$ cat src/rtl/calc_alu.sv
module calc_alu #(
  parameter int W = 6
) (
  input  logic [W-1:0] a_i,
  input  logic [W-1:0] b_i,
  input  logic [2:0]   op_i,
  output logic [W-1:0] c_o,
  output logic         ovf_o,
  output logic         neg_o,
  output logic         zero_o
);

  localparam logic [2:0] OP_ADD  = 3'd0;
  localparam logic [2:0] OP_SUB  = 3'd1;
  localparam logic [2:0] OP_AND  = 3'd2;
  localparam logic [2:0] OP_OR   = 3'd3;
  localparam logic [2:0] OP_EQ   = 3'd4;
  localparam logic [2:0] OP_NOTB = 3'd5;
  localparam logic [2:0] OP_NEGB = 3'd6;
  localparam logic [2:0] OP_XOR  = 3'd7;
  localparam int         MSB     = W - 1;

  logic         is_arith;
  logic         inv_b;
  logic [W-1:0] add_a;
  logic [W-1:0] add_b;
  logic [W-1:0] sum;
  logic         add_ovf;

  assign is_arith = (op_i == OP_ADD) || (op_i == OP_SUB) || (op_i == OP_NEGB);
  assign inv_b    = (op_i == OP_SUB) || (op_i == OP_NEGB);
  assign add_a    = (op_i == OP_NEGB) ? '0 : a_i;
  assign add_b    = inv_b ? ~b_i : b_i;
  assign sum      = add_a + add_b + {{(W-1){1'b0}}, inv_b};
  assign add_ovf  = (add_a[MSB] == add_b[MSB]) && (sum[MSB] != add_a[MSB]);

  always_comb begin
    case (op_i)
      OP_AND:  c_o = a_i & b_i;
      OP_OR:   c_o = a_i | b_i;
      OP_EQ:   c_o = {{(W-1){1'b0}}, (a_i == b_i)};
      OP_NOTB: c_o = ~b_i;
      OP_XOR:  c_o = a_i ^ b_i;
      default: c_o = sum;
    endcase
  end

  assign ovf_o  = is_arith & add_ovf;
  assign neg_o  = c_o[MSB];
  assign zero_o = ~|c_o;

  always_comb begin

    eq_shape_chk: assert ((op_i != OP_EQ) || (c_o[W-1:1] == '0));

    notb_chk: assert ((op_i != OP_NOTB) || ((c_o ^ b_i) == {W{1'b1}}));

    negb_chk: assert ((op_i != OP_NEGB) || (W'(c_o + b_i) == '0));

    sub_self_chk: assert ((op_i != OP_SUB) || (a_i != b_i) || zero_o);

    add_mixed_sign_chk: assert ((op_i != OP_ADD) || (a_i[MSB] == b_i[MSB]) || !ovf_o);

    no_overflow_chk: assert (is_arith || !ovf_o);
  end

endmodule

$ cat config.mk
export PLATFORM = sky130hd
export DESIGN_NAME = calc_alu
export DESIGN_NICKNAME = d
export VERILOG_FILES = /design/src/rtl/calc_alu.sv
export SDC_FILE = /design/constraint.sdc
export NUM_CORES = 1
export LEC_CHECK = 0
export BUFFER_PORTS_ARGS = -buffer_cell sky130_fd_sc_hd__buf_2
export CELL_PAD_IN_SITES_DETAIL_PLACEMENT = 1
export CELL_PAD_IN_SITES_GLOBAL_PLACEMENT = 1
export CORE_MARGIN = 5
export CORE_UTILIZATION = 37
export DETAILED_ROUTE_END_ITERATION = 10
export PLACE_DENSITY_LB_ADDON = 0.15
export SYNTH_ARGS = -nofsm -noshare
export SYNTH_HDL_FRONTEND = slang
export SYNTH_SLANG_ARGS = --single-unit
$ cat constraint.sdc
create_clock -name vclk -period 3.8
set_input_delay 0.57 -clock vclk [all_inputs]
set_output_delay 0.57 -clock vclk [all_outputs]
set_load 0.01 [all_outputs]
# Yosys cells after proc, flatten, opt, wreduce, memory -nomap -nowiden
# Cells that the tools add are included.
dict set report word_totals {
  in_bits 15
  out_inout_bits 9
  register_bits 0
  elab_cells 27
}
dict set report classes {
  n_reduce_logical 7
  n_eq_ne 10
  n_addsub 2
  n_bitwise 5
  muxes 3
}
# cell n
set ops {}
lappend ops {{$pmux 6 s5} 1}
lappend ops {{$eq 3x3->1 const B} 4}
lappend ops {{$mux 6} 2}
lappend ops {{$add 6x1->6} 1}
lappend ops {{$add 6x6->6} 1}
lappend ops {{$and 6x6->6} 1}
lappend ops {{$eq 3x2->1 const B} 2}
lappend ops {{$eq 6x6->1} 1}
lappend ops {{$not 6->6} 1}
lappend ops {{$or 6x6->6} 1}
lappend ops {{$reduce_or 6->1} 1}
lappend ops {{$xor 6x6->6} 1}
lappend ops {{$eq 3x1->1 const B} 1}
lappend ops {{$logic_not 3->1} 1}
lappend ops {{$logic_or 1x1->1} 3}
lappend ops {{$and 1x1->1} 1}
lappend ops {{$eq 1x1->1} 1}
lappend ops {{$logic_and 1x1->1} 1}
lappend ops {{$logic_not 1->1} 1}
lappend ops {{$ne 1x1->1} 1}

# Depth between registers and ports, before layout
dict set report logic_depth {
  ltp_word 8
  ltp_mapped 13
  mapped_depth_nobuf 11
}

# Worst setup path after synthesis
# No wires, ideal clock.
dict set report synth_timing {
  path_type {input to output}
  from {in op_i[1]}
  to {out zero_o}
  stages 12
  path_buffers 2
  required_ps 3230
  t_arrival_ps 3432
  setup_slack_ps -202
  path_cell_list {buf_6 and3b_1 buf_2 a21oi_1 xnor2_1 ha_1 nor2b_1 o21a_1 or3_1 a31o_1 or4_4 nor4b_2}
}
dict set report synth_via {
  elab_chain_len 8
  elab_cells_between_ends 15
  classes_between {add/sub (2); eq/ne (7); mux (3); reduce/logical (3)}
}
# item line_no
set synth_rtl {}
lappend synth_rtl {{start, declared} 6} ;# input logic [2:0] op_i,
lappend synth_rtl {{$eq 3x1->1 / $eq 3x3->1 (equally long branches)} {31, 32}}
lappend synth_rtl {{$logic_or 1x1->1} 31} ;# assign inv_b = (op_i == OP_SUB) || (op_i == OP_NEGB);
lappend synth_rtl {{$mux 6} 33} ;# assign add_b = inv_b ? ~b_i : b_i;
lappend synth_rtl {{$add 6x6->6} 34} ;# assign sum = add_a + add_b + {{(W-1){1'b0}}, inv_b};
lappend synth_rtl {{$add 6x1->6} 34}
lappend synth_rtl {{$pmux 6 s5 (*)} 38} ;# case (op_i)
lappend synth_rtl {{named net c_o[4]} 7} ;# output logic [W-1:0] c_o,
lappend synth_rtl {{$reduce_or 6->1 (*)} 50} ;# assign zero_o = ~|c_o;
lappend synth_rtl {{$logic_not 1->1 (*)} 50}
lappend synth_rtl {{end, declared} 10} ;# output logic zero_o
# Mark *: on every way through the listed nets, which the timed path passes. The rest lies on a longest branch.

# Worst setup path after layout
dict set report layout_timing {
  from {in op_i[2]}
  to {out zero_o}
}
dict set report layout_via {
  elab_chain_len 8
  elab_cells_between_ends 15
  classes_between {add/sub (2); eq/ne (7); mux (3); reduce/logical (3)}
}
# item line_no
set layout_rtl {}
lappend layout_rtl {{$eq 3x1->1 / $eq 3x3->1 (equally long branches)} {31, 32}}
lappend layout_rtl {{$logic_or 1x1->1} 31}
lappend layout_rtl {{$mux 6} 33}
lappend layout_rtl {{$add 6x6->6} 34}
lappend layout_rtl {{$add 6x1->6} 34}
lappend layout_rtl {{$pmux 6 s5 (*)} 38}
lappend layout_rtl {{$reduce_or 6->1 (*)} 50}
lappend layout_rtl {{$logic_not 1->1 (*)} 50}
# Mark *: on every way between the ends. The rest lies on a longest branch, timed or not.

==> flow_summary_export.csv <==
group,metric,value,unit
run_status,status,"finished with violations",
run_status,violations,"negative setup slack",
sta,relSlewSlack,74.8,%
critical_path,crit_buf_inv,2,
critical_path,crit_chain,"buf_2 -> and3b_2 -> a21oi_4 -> xnor2_2 -> ha_1 -> nor2b_1 -> o21a_1 -> or3_1 -> a31o_1 -> or4_4 -> nor4b_4 -> buf_2",
placement,port_buffers,24,
final_layout,final_common_cell,"buf_2",
critical_path,cp.required,3.23,ns
grt,grt_pass1_wl,4.95,mm
critical_path,worstSetupPathType,"input port to primary output",
hold_path,hold_class,"input port to primary output",
final_layout,register_area,0,um^2
placement,dpl.hpwl,2.62,mm
sta,finalCritPeriodShare,101,%
synthesis,synth_cell_types,47,
floorplan,die_w,61.3,um
synthesis,avgSynthCellArea,7.54,um^2
critical_path,crit_fanout,3,
sta,max_freq,259,MHz
final_layout,syn_to_final_growth,32.7,%
floorplan,ioPinCount,24,
drt,detail-route-antenna-nets,0,
drt,highest_layer,"met3",
critical_path,start_kind,"input port",
placement,gp_congestion,0.824,
floorplan,die_area,0.00375,mm^2
grt,antenna_found_initial,0,
synthesis,netlist_top_cells_area,"ha_1, xnor2_1, inv_1, mux2i_1, nor2_1",
drt,wl_met2,1.58,mm
final_layout,mostFrequentLayoutCells,"buf_2, buf_4, inv_1",
final_layout,diodes,0,
sta,worstMarginPinSlew,0.375,ns
drt,m1WireLength,1.38,mm
power_and_ir_drop,power_per_cell_area,174,mW/mm^2
grt,grt_pass1_vias,1073,
power_and_ir_drop,ir_drop,0.114,mV
floorplan,rows,18,
placement,dpl_cell_area,0.00122,mm^2
drt,viasPerCell,5.35,
drt,wl_met3,66,um
job,cap_viol_max_count,0,
sta,setup_viol,1,
final_layout,final_nets,200,
sta,drv_slew,0,
final_layout,nFlopsAndLatches,0,
synthesis,synthesis.nets,161,
critical_path,critPathMostFrequentCell,"buf_2",
drt,wirelength,3.03,mm
final_layout,fin_util,51.6,%
drt,first_iter_violations,45,
grt,grt_use_total,17.0,%
synthesis,synth_top_area_share,20.6,%
grt,grt_start_max_net_pins,11,
final_layout,layout-drive-gt1-share,36.1,%
drt,drc,0,
critical_path,end_kind,"primary output",
final_layout,clkbuf_count,0,
critical_path,critPathTopFamily,"simple AND/OR/NAND/NOR gates",
placement,place_inst,193,
synthesis,yosysTopAreaCell,"ha_1",
floorplan,core_area,0.00250,mm^2
floorplan,start_util,38.9,%
sta,setup_ws,-0.0559,ns
sta,hold_viol,0,
drt,wl_per_cell,15.4,um
final_layout,final_cells,196,
power_and_ir_drop,p_leak,0.000676,uW
critical_path,slowest_stage,"or4_4",
synthesis,seq_area_frac_synth,0,%
grt,grt.overflow.total,0,
final_layout,final_area,0.00129,mm^2
sta,fin_crit,3.86,ns
floorplan,die_h,61.3,um
sta,rsz0062_at_grt,"true",
synthesis,synth_warnings,0,
drt,detail_route.first_pass.iterations,2,
synthesis,synthesis.area,972,um^2
critical_path,cp_data_arrival_time,3.29,ns
drt,vias,1049,
critical_path,max_stage_delay,0.50,ns
synthesis,synth_cells,129,
## metrics by stage
stage / setup TNS, ns / hold slack [ns] / power [uW] / worst slack (ns)
2_1_floorplan: 0 / 1.33 / 142 / 0.0116
3_3_place_gp: 0 / 1.59 / 203 / 0.0247
3_5_place_dp: -0.0843 / 1.61 / 210 / -0.0843
4_1_cts: -0.0258 / 1.61 / 216 / -0.0258
5_1_grt: -0.149 / 1.64 / 248 / -0.149
6_report: -0.0559 / 1.61 / 224 / -0.0559
## worst paths after layout
kind	cells past startpoint	start	slack, ns	end
min	4	b_i[5]	1.61	ovf_o
max	12	op_i[2]	-0.06	zero_o
## cells by family (layout without fill, tap and decap cells)
| kind of cell | Yosys count | in the layout | share of synthesized area (%) |
|---|---|---|---|
| muxes | 5 | 5 | 5.15 |
| adders and majority gates | 17 | 17 | 22.7 |
| AOI/OAI and AO/OA | 30 | 30 | 23.9 |
| xor gates and xnor gates | 11 | 11 | 9.91 |
| and+or+nand+nor | 40 | 40 | 24.3 |
| buffers and inverters | 26 | 63 | 14.0 |
## worst min-delay path: stages
cell and delay (ns):
buf_2 0.13, inv_1 0.10, o32ai_1 0.10, buf_2 0.14
## per-layer routing
| metal | global-route usage, % | vias up |
|---|---|---|
| met2 | 32.9 | 12 |
| met4 | 0 | 0 |
| li1 | - | 527 |
| met3 | 0 | 0 |
| met5 | 0 | - |
| met1 | 22.1 | 510 |
## what timing repair did
item / in CTS / in global routing
buffers inserted: 1 / 2
resized for setup: 5 / 7
hold buffers: 0 / 0
pin swaps: 2 / 2
endpoints found under the setup margin: 3 / 3
## synth_stat cells (2+ instances only)
library cell / count
mux2i_1: 5
buf_2: 3
nand2_1: 5
buf_6: 2
a21o_1: 2
a32oi_1: 3
xnor2_1: 9
and3_1: 2
ha_1: 16
xor2_1: 2
inv_1: 19
nand2b_1: 5
or3_1: 2
nor2_1: 13
a22oi_1: 2
o22ai_1: 2
a21oi_1: 4
o21ai_0: 4
## final cells by class
type | instances | area [um^2]
Fill cell | 315 | 1210
Timing Repair Buffer | 44 | 273
Multi-Input combinational cell | 103 | 908
Tap cell | 30 | 37.5
Inverter | 19 | 71.3
## report_power, final
part / switching (uW) / internal [uW] / total [uW]
clock network: 0 / 0 / 0
registers: 0 / 0 / 0
logic: 116 / 108 / 224
total: 116 / 108 / 224
No activity file was read; power rests on OpenSTA's default activity.
